===== src/rtl/qct_pkg.sv =====
package qct_pkg;
  // control word bit positions (decoded by the channel and the top)
  localparam int B_CTL  = 0;
  localparam int B_STOP = 1;
  localparam int B_TCF  = 2;
  localparam int B_TRG  = 3;
  localparam int B_RISE = 4;
  localparam int B_DIV  = 5;
  localparam int B_CNT  = 6;
  localparam int B_IE   = 7;

  typedef struct packed {
    logic irq_en;
    logic cnt_mode;
    logic div_long;
    logic rise;
    logic trig_start;
  } qct_cfg_t;
endpackage


===== src/rtl/qct_edge_det.sv =====
module qct_edge_det #(
  parameter int SYNC_STAGES = 2
) (
  input  logic clk,
  input  logic rst_n,
  input  logic pin_i,
  input  logic rise_sel_i,
  output logic edge_o
);
  logic [SYNC_STAGES-1:0] sync_q;
  logic                   prev_q;
  logic                   cur;

  assign cur = sync_q[SYNC_STAGES-1];

  always_ff @(posedge clk or negedge rst_n) begin
    if (!rst_n) begin
      sync_q <= '0;
      prev_q <= 1'b0;
    end else begin
      sync_q <= {sync_q[SYNC_STAGES-2:0], pin_i};
      prev_q <= cur;
    end
  end

  assign edge_o = rise_sel_i ? (cur & ~prev_q) : (~cur & prev_q);

  AST_EDGE_SPACED: assert property (@(posedge clk) disable iff (!rst_n)
    edge_o && $stable(rise_sel_i) |=> !edge_o);
endmodule


===== src/rtl/qct_prescaler.sv =====
module qct_prescaler #(
  parameter int PW         = 8,
  parameter int SHORT_BITS = 4
) (
  input  logic clk,
  input  logic rst_n,
  input  logic run_i,
  input  logic clear_i,
  input  logic long_i,
  output logic tick_o
);
  logic [PW-1:0] pre_q;

  always_ff @(posedge clk or negedge rst_n) begin
    if (!rst_n)                 pre_q <= '0;
    else if (clear_i || !run_i) pre_q <= '0;
    else                        pre_q <= pre_q + 1'b1;
  end

  assign tick_o = run_i && !clear_i &&
                  (long_i ? (&pre_q) : (&pre_q[SHORT_BITS-1:0]));

  AST_TICK_SPACED: assert property (@(posedge clk) disable iff (!rst_n)
    tick_o |=> !tick_o);
endmodule


===== src/rtl/qct_channel.sv =====
module qct_channel
  import qct_pkg::*;
#(
  parameter int W          = 8,
  parameter int SHORT_BITS = 4,
  parameter int SYNC       = 2
) (
  input  logic         clk,
  input  logic         rst_n,
  input  logic         ctl_we_i,
  input  logic         tc_we_i,
  input  logic [W-1:0] wdata_i,
  input  logic         trg_pin_i,
  output logic [W-1:0] count_o,
  output logic         zc_o,
  output logic         irq_set_o,
  output logic         tc_wait_o
);
  qct_cfg_t     cfg_q;
  logic [W-1:0] tc_q, count_q;
  logic         running_q, armed_q, tc_wait_q, zc_q;
  logic         trg_edge, tick, dec;

  qct_edge_det #(.SYNC_STAGES(SYNC)) u_edge (
    .clk(clk), .rst_n(rst_n), .pin_i(trg_pin_i),
    .rise_sel_i(cfg_q.rise), .edge_o(trg_edge)
  );

  qct_prescaler #(.PW(W), .SHORT_BITS(SHORT_BITS)) u_pre (
    .clk(clk), .rst_n(rst_n), .run_i(running_q && !cfg_q.cnt_mode),
    .clear_i(tc_we_i), .long_i(cfg_q.div_long), .tick_o(tick)
  );

  assign dec = running_q && !tc_we_i && (cfg_q.cnt_mode ? trg_edge : tick);

  always_ff @(posedge clk or negedge rst_n) begin
    if (!rst_n) begin
      cfg_q     <= '0;
      tc_q      <= '0;
      count_q   <= '0;
      running_q <= 1'b0;
      armed_q   <= 1'b0;
      tc_wait_q <= 1'b0;
      zc_q      <= 1'b0;
    end else begin
      zc_q <= dec && (count_q == W'(1));
      if (ctl_we_i) begin
        cfg_q.irq_en     <= wdata_i[B_IE];
        cfg_q.cnt_mode   <= wdata_i[B_CNT];
        cfg_q.div_long   <= wdata_i[B_DIV];
        cfg_q.rise       <= wdata_i[B_RISE];
        cfg_q.trig_start <= wdata_i[B_TRG];
        tc_wait_q        <= wdata_i[B_TCF];
        if (wdata_i[B_STOP]) begin
          running_q <= 1'b0;
          armed_q   <= 1'b0;
        end
      end
      if (tc_we_i) begin
        tc_q      <= wdata_i;
        count_q   <= wdata_i;
        tc_wait_q <= 1'b0;
        if (!cfg_q.cnt_mode && cfg_q.trig_start) begin
          armed_q   <= 1'b1;
          running_q <= 1'b0;
        end else begin
          armed_q   <= 1'b0;
          running_q <= 1'b1;
        end
      end else if (armed_q && trg_edge && !ctl_we_i) begin
        armed_q   <= 1'b0;
        running_q <= 1'b1;
      end else if (dec && !(ctl_we_i && wdata_i[B_STOP])) begin
        count_q <= (count_q == W'(1)) ? tc_q : count_q - 1'b1;
      end
    end
  end

  assign count_o   = count_q;
  assign zc_o      = zc_q;
  assign irq_set_o = zc_q && cfg_q.irq_en;
  assign tc_wait_o = tc_wait_q;

  AST_ZC_PULSE: assert property (@(posedge clk) disable iff (!rst_n)
    zc_o |=> !zc_o);
  AST_STOPPED_HOLDS: assert property (@(posedge clk) disable iff (!rst_n)
    (!running_q && !tc_we_i) |=> $stable(count_o));
endmodule


===== src/rtl/qct_irq_arb.sv =====
module qct_irq_arb #(
  parameter int NCH = 4,
  parameter int W   = 8,
  localparam int AW = $clog2(NCH)
) (
  input  logic           clk,
  input  logic           rst_n,
  input  logic [NCH-1:0] set_i,
  input  logic           base_we_i,
  input  logic [W-1:0]   base_i,
  input  logic           irq_ready_i,
  output logic           irq_valid_o,
  output logic [W-1:0]   irq_vector_o
);
  logic [NCH-1:0]  pending_q, ack_mask;
  logic [W-1:AW+1] base_q;
  logic            grant_v_q;
  logic [AW-1:0]   grant_id_q, pick;
  logic            ack;

  assign ack = grant_v_q && irq_ready_i;

  always_comb begin
    pick = '0;
    for (int i = NCH - 1; i >= 0; i--)
      if (pending_q[i]) pick = AW'(i);
  end

  always_comb begin
    ack_mask = '0;
    if (ack) ack_mask[grant_id_q] = 1'b1;
  end

  always_ff @(posedge clk or negedge rst_n) begin
    if (!rst_n) begin
      pending_q  <= '0;
      base_q     <= '0;
      grant_v_q  <= 1'b0;
      grant_id_q <= '0;
    end else begin
      pending_q <= (pending_q & ~ack_mask) | set_i;
      if (base_we_i) base_q <= base_i[W-1:AW+1];
      if (ack) begin
        grant_v_q <= 1'b0;
      end else if (!grant_v_q && (|pending_q)) begin
        grant_v_q  <= 1'b1;
        grant_id_q <= pick;
      end
    end
  end

  assign irq_valid_o  = grant_v_q;
  assign irq_vector_o = {base_q, grant_id_q, 1'b0};

  AST_HOLD_VECTOR: assert property (@(posedge clk) disable iff (!rst_n)
    (irq_valid_o && !irq_ready_i && !base_we_i) |=> (irq_valid_o && $stable(irq_vector_o)));
  AST_GRANT_PENDING: assert property (@(posedge clk) disable iff (!rst_n)
    irq_valid_o |-> pending_q[grant_id_q]);
endmodule


===== src/rtl/qct_top.sv =====
module qct_top
  import qct_pkg::*;
#(
  parameter int NCH        = 4,
  parameter int W          = 8,
  parameter int SHORT_BITS = 4,
  parameter int SYNC       = 2,
  localparam int AW        = $clog2(NCH)
) (
  input  logic           clk,
  input  logic           rst_n,
  input  logic           reg_wr,
  input  logic [AW-1:0]  reg_addr,
  input  logic [W-1:0]   reg_wdata,
  output logic [W-1:0]   reg_rdata,
  input  logic [NCH-1:0] trg_in,
  output logic [NCH-1:0] zc_out,
  output logic           irq_valid,
  input  logic           irq_ready,
  output logic [W-1:0]   irq_vector
);
  logic [NCH-1:0]        ctl_we, tc_we, irq_set, tc_wait;
  logic [NCH-1:0][W-1:0] count;
  logic                  base_we;

  always_comb begin
    ctl_we  = '0;
    tc_we   = '0;
    base_we = 1'b0;
    if (reg_wr) begin
      if (tc_wait[reg_addr])          tc_we[reg_addr]  = 1'b1;
      else if (reg_wdata[B_CTL])      ctl_we[reg_addr] = 1'b1;
      else                            base_we          = 1'b1;
    end
  end

  for (genvar c = 0; c < NCH; c++) begin : g_ch
    qct_channel #(.W(W), .SHORT_BITS(SHORT_BITS), .SYNC(SYNC)) u_ch (
      .clk(clk), .rst_n(rst_n),
      .ctl_we_i(ctl_we[c]), .tc_we_i(tc_we[c]), .wdata_i(reg_wdata),
      .trg_pin_i(trg_in[c]),
      .count_o(count[c]), .zc_o(zc_out[c]),
      .irq_set_o(irq_set[c]), .tc_wait_o(tc_wait[c])
    );
  end

  assign reg_rdata = count[reg_addr];

  qct_irq_arb #(.NCH(NCH), .W(W)) u_arb (
    .clk(clk), .rst_n(rst_n), .set_i(irq_set),
    .base_we_i(base_we), .base_i(reg_wdata),
    .irq_ready_i(irq_ready), .irq_valid_o(irq_valid),
    .irq_vector_o(irq_vector)
  );

  AST_ONE_WRITE_TARGET: assert property (@(posedge clk) disable iff (!rst_n)
    $countones({ctl_we, tc_we, base_we}) <= 1);
endmodule


===== config.mk =====
export PLATFORM = sky130hd
export DESIGN_NAME = qct_top
export DESIGN_NICKNAME = d
export VERILOG_FILES = /design/src/rtl/qct_pkg.sv /design/src/rtl/qct_edge_det.sv /design/src/rtl/qct_prescaler.sv /design/src/rtl/qct_channel.sv /design/src/rtl/qct_irq_arb.sv /design/src/rtl/qct_top.sv
export SDC_FILE = /design/constraint.sdc
export NUM_CORES = 1
export LEC_CHECK = 0
export BUFFER_PORTS_ARGS = -buffer_cell sky130_fd_sc_hd__buf_2
export CORE_AREA = 2 2 105 133
export CTS_CLUSTER_SIZE = 14
export DETAILED_ROUTE_END_ITERATION = 16
export DIE_AREA = 0 0 107 135
export GPL_ROUTABILITY_DRIVEN = 0
export PLACE_DENSITY = 0.77
export SLEW_MARGIN = 5
export SYNTH_ARGS = -nofsm -noshare
export SYNTH_HDL_FRONTEND = slang
export SYNTH_SLANG_ARGS = --single-unit

===== constraint.sdc =====
create_clock -name clk -period 3 [get_ports clk]
set_clock_uncertainty 0.05 [all_clocks]
set_input_delay 0 -clock clk [delete_from_list [all_inputs] [get_ports clk]]
set_output_delay 0 -clock clk [all_outputs]
set_load 0.05 [all_outputs]

* Yosys cells after proc, flatten, opt, wreduce, memory -nomap -nowiden
Index checks and enable logic that the tools add are counted.
** Operators by class
- Reductions and logical operators :: 112
- Bitwise logic cells :: 20
- Shift-type cells :: 0
- Divide/modulo/power cells :: 0
- Add/sub/neg operators :: 8
- Equal/unequal tests :: 8
- $lt $le $gt $ge :: 4
- Multipliers :: 0
- Multiplexer cells :: 92
** Operator list (count)
- two-way mux 8 bit :: 21
- two-way mux 1 bit :: 57
- logical AND 1 bit :: 52
- adder 8 x 1 -> 8 bit (second input constant) :: 4
- == test 8 x 1 -> 1 bit (second input constant) :: 4
- AND reduction 8 bit :: 4
- subtractor 8 x 1 -> 8 bit (second input constant) :: 4
- two-way mux 4 bit :: 6
- nonzero test 3 bit :: 8
- zero test 1 bit :: 21
- AND reduction 2 bit :: 9
- nonzero test 2 bit :: 9
- binary-select mux 8 bit (select 2 bit) :: 1
- AND reduction 4 bit :: 4
- inverter 1 bit :: 9
- AND 1 bit :: 8
- two-way mux 2 bit :: 4
- != test 2 bit (second input constant) :: 4
- less-than comparator 2 x 3 -> 1 bit (second input constant) :: 2
- AND 4 bit :: 1
- demux 1 bit (select 2 bit) :: 2
- >= comparator 2 x 1 -> 1 bit (second input constant) :: 2
- logical OR 1 bit :: 4
- inverter 4 bit :: 1
- 3 further kinds :: 3
** Storage, ports and cells
- Memory bits (writable) :: 0
- Register bits after elaboration :: 156
- Output and inout port bits :: 21
- Memories :: 0
- ROM bits :: 0
- Input bits :: 18
- Latch bits :: 0

* Depth between registers and ports, before layout
Gate-level depths: netlist of the first run.
- Depth after elaboration :: 15
- Mapped depth :: 8

* By module
A second synthesis of the first run with hierarchy kept.
** Second synthesis, totals
- Cells, all modules :: 714
- Area total of the unflattened synthesis :: 7831.3 um^2
** By module, submodules not included
- qct_channel :: cells an instance 119, area each 1287.5 um^2, instances 4
- qct_prescaler :: cells an instance 37, area each 367.9 um^2, instances 4
- qct_irq_arb :: cells an instance 41, area each 500.5 um^2, instances 1
- qct_edge_det :: cells an instance 6, area each 97.6 um^2, instances 4
- qct_top :: cells an instance 25, area each 319.1 um^2, instances 1

* Least setup slack after synthesis of the first run
OpenSTA, ideal clock, no wires.
- Path kind :: register to register
- Start point :: reg g_ch[1].u_ch.count_q[1]
- End point :: reg g_ch[1].u_ch.count_q[0]
- Data required time :: 2.824 ns
- Setup slack :: 1.016 ns
- Stages on the path, launching flop included :: 9
- Data arrival time :: 1.808 ns
- Cells stage by stage :: dfrtp_1 inv_1 ha_1 or4b_4 nand2b_4 buf_2 nor2_1 a21oi_1 a221o_1
** On the way
- Word-level cells in the longest chain between the ends :: 5
** RTL lines
- start: declaration :: RTL line qct_channel.sv:20 : logic [W-1:0] tc_q, count_q;
- start signal: assignment :: RTL line qct_channel.sv:61 : count_q <= wdata_i;
- start signal: assignment :: RTL line qct_channel.sv:74 : count_q <= (count_q == W'(1)) ? tc_q : count_q - 1'b1;
- == test 8 x 1 -> 1 bit :: RTL line qct_channel.sv:74
- two-way mux 8 bit :: RTL line qct_channel.sv:74
- two-way mux 8 bit :: RTL line qct_channel.sv:73 : end else if (dec && !(ctl_we_i && wdata_i[B_STOP])) begin
- two-way mux 8 bit :: RTL line qct_channel.sv:70 : end else if (armed_q && trg_edge && !ctl_we_i) begin
- two-way mux 8 bit :: RTL line qct_channel.sv:59 : if (tc_we_i) begin
Every way passes these cells. The select of a mux whose other input is x is not followed.
A chain may end at the register's enable or synchronous reset.

* Worst setup path in the final report of the first run
- Start point :: reg g_ch[2].u_ch.u_edge.sync_q[1]
- End point :: reg g_ch[2].u_ch.count_q[2]
** On the way
- Word-level cells in the longest chain between the ends :: 8
- Elaborated cells on any way between the ends :: 12
- Those cells by class :: eq/ne (1); mux (2); bitwise (3); reduce/logical (6)
** RTL lines
- start: declaration :: RTL line qct_edge_det.sv:10 : logic [SYNC_STAGES-1:0] sync_q;
- start signal: assignment :: RTL line qct_edge_det.sv:21 : sync_q <= {sync_q[SYNC_STAGES-2:0], pin_i};
- inverter 1 bit :: RTL line qct_edge_det.sv:26 : assign edge_o = rise_sel_i ? (cur & ~prev_q) : (~cur & prev_q);
- AND 1 bit :: RTL line qct_edge_det.sv:26
- two-way mux 1 bit (*) :: RTL line qct_edge_det.sv:26
- two-way mux 1 bit :: RTL line qct_channel.sv:34 : assign dec = running_q && !tc_we_i && (cfg_q.cnt_mode ? trg_edge : tick);
- logical AND 1 bit :: RTL line qct_channel.sv:34
- logical AND 1 bit :: RTL line qct_channel.sv:73
- nonzero test 2 bit (no line)
- AND reduction 2 bit (no line) (*)
- end signal: assignment :: RTL line qct_channel.sv:61
- end signal: assignment :: RTL line qct_channel.sv:74
- end: declaration :: RTL line qct_channel.sv:20
Mark *: on every way between the ends. The rest lies on a longest branch, timed or not.

==> results.tsv, run 1 <==
stage	metric	value	unit
status	status	finished, final reports clean	
logic_synthesis	yosys_register_bits	156	
logic_synthesis	syn-cell-area	7780	um^2
pwr	switchingPower	3190	uW
logic_synthesis	seq_area_frac_synth	50.2	%
cts	clk_pin_slew	0.06	ns
final_layout	layout-drive-gt1-share	16.6	%
cts	insertion_delay	0.43	ns
cts	cts_resized	0	
placed_design	hpwl	12.1	mm
floorplanning	placementRows	47	
sta	whs	0.0803	ns
sta	period_share	74.3	%
global_route	grt_util_all_layers	26.7	%
setup_path	path_depth	5	
pwr	vdd_drop_max	660	uV
final_layout	layout_common_cells	dfrtp_1 (156), nand2_1 (101), nor2_1 (76), buf_2 (36), mux2_2 (29)	
logic_synthesis	synth_nets	787	
setup_path	r2r-end	g_ch[2].u_ch.count_o[2]	
setup_path	reg2reg_from	g_ch[2].u_ch.u_edge.sync_q[1]	
cts	cts_inserted_buffers	17	
floorplanning	die_y	135	um
setup_path	cp-end-kind	register	
logic_synthesis	synthSimpleGateAreaFrac	18.6	%
routing	drc_errors	0	
floorplanning	die_x	107	um
setup_path	critPathArrivalTime	2.54	ns
pwr	p_clk_share	25.0	%
routing	wirelength	18.1	mm
sta	drv_slew	0	
sta	clock.fmax	449	MHz
setup_path	path_buf_inv	0	
final_layout	antenna_cells	0	
setup_path	cp_top_family	compound AO/OA/AOI/OAI gates	
worst_hold_path	hold_class	in -> async	
cts	cts.sinks	156	
cts	tritoncts	yes	
routing	vias_per_cell	6.14	
logic_synthesis	synthTopCellsByArea	dfrtp_1 (50%), nand2_1 (4.9%), mux2_2 (4.2%), nor2_1 (3.7%), xnor2_1 (2.9%)	
setup_path	rrSetupSlack	0.77	ns
sta	finalCriticalPeriod	2.23	ns
final_layout	layout_commonest_cell	dfrtp_1	
floorplanning	core	13100	um^2
logic_synthesis	yosys.area.top_type	dfrtp_1	
logic_synthesis	synth_compound_area_share	13.5	%
global_route	antenna_found_initial	0	
logic_synthesis	synthesis.yosys.warnings	0	
setup_path	cpMaxStageDelayCell	a221o_1	
setup_path	critical_path_class	reg -> reg	
setup_path	crit_fanout	13	
logic_synthesis	syn_area_per_cell	10.3	um^2
placed_design	dp_cells	929	
setup_path	ff2ff_path_depth	5	
logic_synthesis	ys.flop_type	dfrtp_1	
placed_design	io_buffers	37	
logic_synthesis	yosys.area.top_type_share	50.2	%
routing	vias	5988	
setup_path	startpoint	g_ch[2].u_ch.u_edge.sync_q[1]	
final_layout	final_area	8760	um^2
logic_synthesis	synth-adder-area-share	1.93	%
routing	drt-initial-drc-count	514	
pwr	p_sw_share	38.2	%
logic_synthesis	synth_xor_area_share	4.28	%
cts	cts_buffer_depth	2	
final_layout	area_growth	12.6	%
setup_path	cp_cell_sequence	or3b_1 > a21bo_1 > a221o_1 > a2111oi_0 > nand3b_1	
placed_design	place_area	8040	um^2
sta	rsz0062_at_grt	no	
floorplanning	start_util	59.3	%
sta	hold_viol	0	
routing	dr.pass1.iters	6	
logic_synthesis	synth_mux_area_share	7.70	%
logic_synthesis	async_flop_share	100	%
sta	slew_headroom	50.9	%
routing	wl_per_cell	18.5	um
routing	ant_nets	0	
floorplanning	dieArea	14400	um^2
final_layout	layout.cells.non_filler	976	
logic_synthesis	synthesis.instances	757	
logic_synthesis	synth_cell_types	77	
setup_path	required	3.31	ns
flow_run	cap_violations	0	
cts	htreeDepth	4	
pwr	p_leak	0.00398	uW
final_layout	final_nets	822	
pwr	seq_power_share	42.1	%
sta	final.setup.tns	0	ns
logic_synthesis	synth_top_family_by_area	simple AND/OR/NAND/NOR gates	
cts	root_buffer	clkbuf_16	
setup_path	max_stage_delay	0.53	ns
pwr	power_density	953	nW/um^2
sta	worst_pin_slew	0.734	ns
global_route	grt-ovfl-total	0	
pwr	p_comb_share	32.9	%
global_route	grt_pass1_vias	5823	
floorplanning	io_pins	39	
pwr	internal_power	5160	uW
sta	setup_violations	0	
setup_path	start_kind	register	
global_route	grt_pass1_wl	29.5	mm
global_route	grt_max_degree	87	
logic_synthesis	synth-edff-count	0	
worst max path at each step:
stage	to	slack [ns]
after floorplan	g_ch[1].u_ch.count_o[0]	1.02
after global placement	g_ch[2].u_ch.count_o[2]	0.90
after global routing	g_ch[2].u_ch.count_o[2]	0.56
final	g_ch[2].u_ch.count_o[2]	0.77
after detailed placement	g_ch[2].u_ch.count_o[4]	0.81
after CTS	g_ch[2].u_ch.count_o[4]	0.79
synthesized netlist by cell type (10+ instances only):
cell type,number
mux2_2,29
nand3_1,26
clkbuf_1,26
inv_1,27
nor3_1,17
nor2_1,76
nand2_1,101
a21oi_1,21
ha_1,12
dfrtp_1,156
xor2_1,12
a21o_1,10
xnor2_1,26
a221o_1,10
o21ai_0,25
per-layer routing:
metal	share of wire [%]	GRT usage (%)
met2	49	44.3
met1	43	34.4
met4	2.6	10.6
met5	0	0
met3	5.3	5.65
stage by stage:
step | util [%] | total power (uW) | setup slack, ns
finish | 66.8 | 8350 | 0.772
global route | 66.8 | 8830 | 0.561
CTS | 66.8 | 8350 | 0.791
detailed placement | 61.3 | 6230 | 0.807
global placement | 61.3 | 6090 | 0.902
floorplan | - | 5520 | 1.02
registers in the layout (all words and copies together) (netlist names), 5 cells and up:
signal,count
g_ch.u_ch.count_o,32
g_ch.u_ch.tc_q,32
g_ch.u_ch.cfg_q,20
g_ch.u_ch.u_edge.sync_q,8
u_arb.base_q,5
g_ch.u_ch.u_pre.pre_q,32
area by class of cell:
class                           instances  area, um^2
Clock buffer                           18         439
Clock inverter                         14         134
Fill cell                             985        4350
Inverter                               27         101
Multi-Input combinational cell        534        3590
Sequential cell                       156        3900
Tap cell                              171         214
Timing Repair Buffer                   56         384
logic make-up after synthesis:
logic type               after synthesis
AO/OA/AOI/OAI                        142
multiplexers                          45
flip-flops                           156
other                                  1
XOR/XNOR                              38
adder cells (fa/ha/maj)               12
AND/OR/NAND/NOR                      296
buffers and inverters                 67
power by group through the flow:
stage / clock [uW] / sequential [uW] / combinational (uW)
final: 2090 / 3520 / 2750
after global routing: 2220 / 3590 / 3030
after CTS: 2120 / 3490 / 2740
after detailed placement: 0 / 3520 / 2710
after global placement: 0 / 3480 / 2600
after floorplan: 0 / 3380 / 2140
timing repair:
| action | CTS | global route |
|---|---|---|
| endpoints found under the setup margin | 0 | 0 |
| hold buffers | 15 | 0 |
| endpoints found under the hold margin | 116 | 0 |
| buffers inserted | 0 | 0 |
No activity file was read; power rests on OpenSTA's default activity.
==> run 2, diff against run 1 <==
==> constraint.sdc (replaced) <==
create_clock -name clk -period 2.3 [get_ports clk]
set_clock_uncertainty 0.05 [all_clocks]
set_input_delay 0 -clock clk [delete_from_list [all_inputs] [get_ports clk]]
set_output_delay 0 -clock clk [all_outputs]
set_load 0.05 [all_outputs]
==> results.tsv, run 2 (same netlist as run 1, synthesis figures left out) <==
stage	metric	value	unit
pwr	power_density	1270	nW/um^2
setup_path	critPathArrivalTime	2.43	ns
global_route	grt_pass1_vias	6439	
floorplanning	dieArea	14400	um^2
floorplanning	io_pins	39	
pwr	p_leak	0.00414	uW
setup_path	max_stage_delay	0.47	ns
sta	period_share	94.3	%
setup_path	ff2ff_path_depth	7	
global_route	grt_pass1_wl	31.7	mm
floorplanning	die_y	135	um
global_route	antenna_found_initial	0	
sta	drv_slew	0	
sta	clock.fmax	461	MHz
cts	cts.sinks	156	
routing	vias_per_cell	6.19	
final_layout	final_nets	844	
setup_path	crit_fanout	6	
routing	wl_per_cell	19.1	um
floorplanning	placementRows	47	
sta	worst_pin_slew	0.723	ns
final_layout	antenna_cells	0	
global_route	grt_max_degree	76	
sta	setup_violations	0	
setup_path	startpoint	g_ch[3].u_ch.count_o[1]	
setup_path	cp_cell_sequence	inv_1 > ha_1 > nor3b_2 > nand2_2 > mux2_2 > a31o_2 > o22a_1	
final_layout	area_growth	15.7	%
routing	wirelength	19.1	mm
pwr	vdd_drop_max	745	uV
routing	drc_errors	0	
routing	drt-initial-drc-count	652	
sta	rsz0062_at_grt	no	
cts	cts_buffer_depth	2	
setup_path	reg2reg_from	g_ch[3].u_ch.count_o[1]	
placed_design	io_buffers	37	
final_layout	nFillCells	984	
cts	cts_inserted_buffers	17	
setup_path	r2r-end	g_ch[3].u_ch.count_o[3]	
flow_run	cap_violations	0	
pwr	total_power	11400	uW
setup_path	rrSetupSlack	0.13	ns
setup_path	path_depth	7	
final_layout	post-route-util	68.6	%
placed_design	hpwl	13.3	mm
cts	clk_pin_slew	0.06	ns
sta	finalCriticalPeriod	2.17	ns
status	status	finished, final reports clean	
setup_path	start_kind	register	
routing	ant_nets	0	
final_layout	layout_common_cells	dfrtp_1 (156), nand2_1 (101), nor2_1 (76), buf_2 (36), mux2_2 (29)	
setup_path	cpMaxStageDelayCell	dfrtp_1	
worst_hold_path	hold_class	in -> reg	
setup_path	required	2.57	ns
global_route	grt-ovfl-total	0	
cts	root_buffer	clkbuf_16	
sta	hold_viol	0	
floorplanning	start_util	59.3	%
routing	dr.pass1.iters	5	
cts	htreeDepth	4	
setup_path	cp_top_family	simple AND/OR/NAND/NOR gates	
final_layout	layout_commonest_cell	dfrtp_1	
final_layout	layout-drive-gt1-share	18.5	%
sta	setup_ws	0.131	ns
cts	insertion_delay	0.43	ns
sta	final.setup.tns	0	ns
floorplanning	core	13100	um^2
global_route	grt_util_all_layers	28.5	%
setup_path	crit_path_end	g_ch[3].u_ch.count_o[3]	
routing	vias	6178	
sta	slew_headroom	51.8	%
setup_path	path_buf_inv	1	
cts	tritoncts	yes	
setup_path	critical_path_class	reg -> reg	
setup_path	cp-end-kind	register	
placed_design	dpl_worst_slack	0.185	ns
floorplanning	die_x	107	um
-- run 2: layer usage --
| layer | global-route usage [%] | wire, um | vias to the layer above |
|---|---|---|---|
| met5 | 0 | 0 | - |
| met4 | 15.4 | 769 | 0 |
| met3 | 6.71 | 1260 | 60 |
| met2 | 46.4 | 9330 | 260 |
| met1 | 35.3 | 7730 | 3074 |
| li1 | - | - | 2784 |
-- run 2: power breakdown --
| part | switching, uW | total, uW | internal (uW) |
|---|---|---|---|
| registers | 936 | 4540 | 3600 |
| logic | 2190 | 3890 | 1690 |
| clock network | 1100 | 3010 | 1920 |
-- run 2: worst min-delay path, stage by stage --
cell     delay, ns
buf_2         0.18
nor2_1        0.11
nand2_1       0.09
a21o_1        0.11
-- run 2: how the worst min path moves through the flow --
| stage | end | slack, ns | cells after the start | startpoint |
|---|---|---|---|---|
| after floorplan | g_ch[0].u_ch.armed_q | -0.35 | 0 | rst_n |
| after global placement | u_arb.grant_id_q[0] | 0.02 | 1 | rst_n |
| after detailed placement | u_arb.irq_valid_o | 0.03 | 1 | rst_n |
| after CTS | g_ch[0].u_ch.tc_wait_o | 0.03 | 4 | reg_addr[0] |
| after global routing | g_ch[0].u_ch.tc_wait_o | 0.07 | 4 | reg_addr[0] |
| final | g_ch[0].u_ch.tc_wait_o | 0.06 | 4 | reg_addr[0] |
-- run 2: final cells by class --
| type | instances | area [um^2] | share of cell area, % |
|---|---|---|---|
| Sequential cell | 156 | 3900 | 43.4 |
| Clock buffer | 20 | 437 | 4.85 |
| Timing Repair Buffer | 78 | 562 | 6.24 |
| Tap cell | 171 | 214 | 2.38 |
| Multi-Input combinational cell | 534 | 3590 | 39.9 |
| Clock inverter | 12 | 195 | 2.17 |
| Inverter | 27 | 101 | 1.13 |
-- run 2: metrics by stage --
step	instances	hold WS, ns	instance area, um^2
final	998	0.0560	9000
after global routing	998	0.0692	9000
after CTS	997	0.0345	8990
after detailed placement	950	0.0268	8210
after floorplan	757	-0.346	7780
after global placement	950	0.0190	8210
-- run 2: repair_timing --
item / 4_1_cts / 5_1_grt
setup endpoints to repair: 0 / 4
buffers inserted: 0 / 1
hold endpoints to repair: 121 / 0
hold buffers: 15 / 0
gates resized for setup: 0 / 1
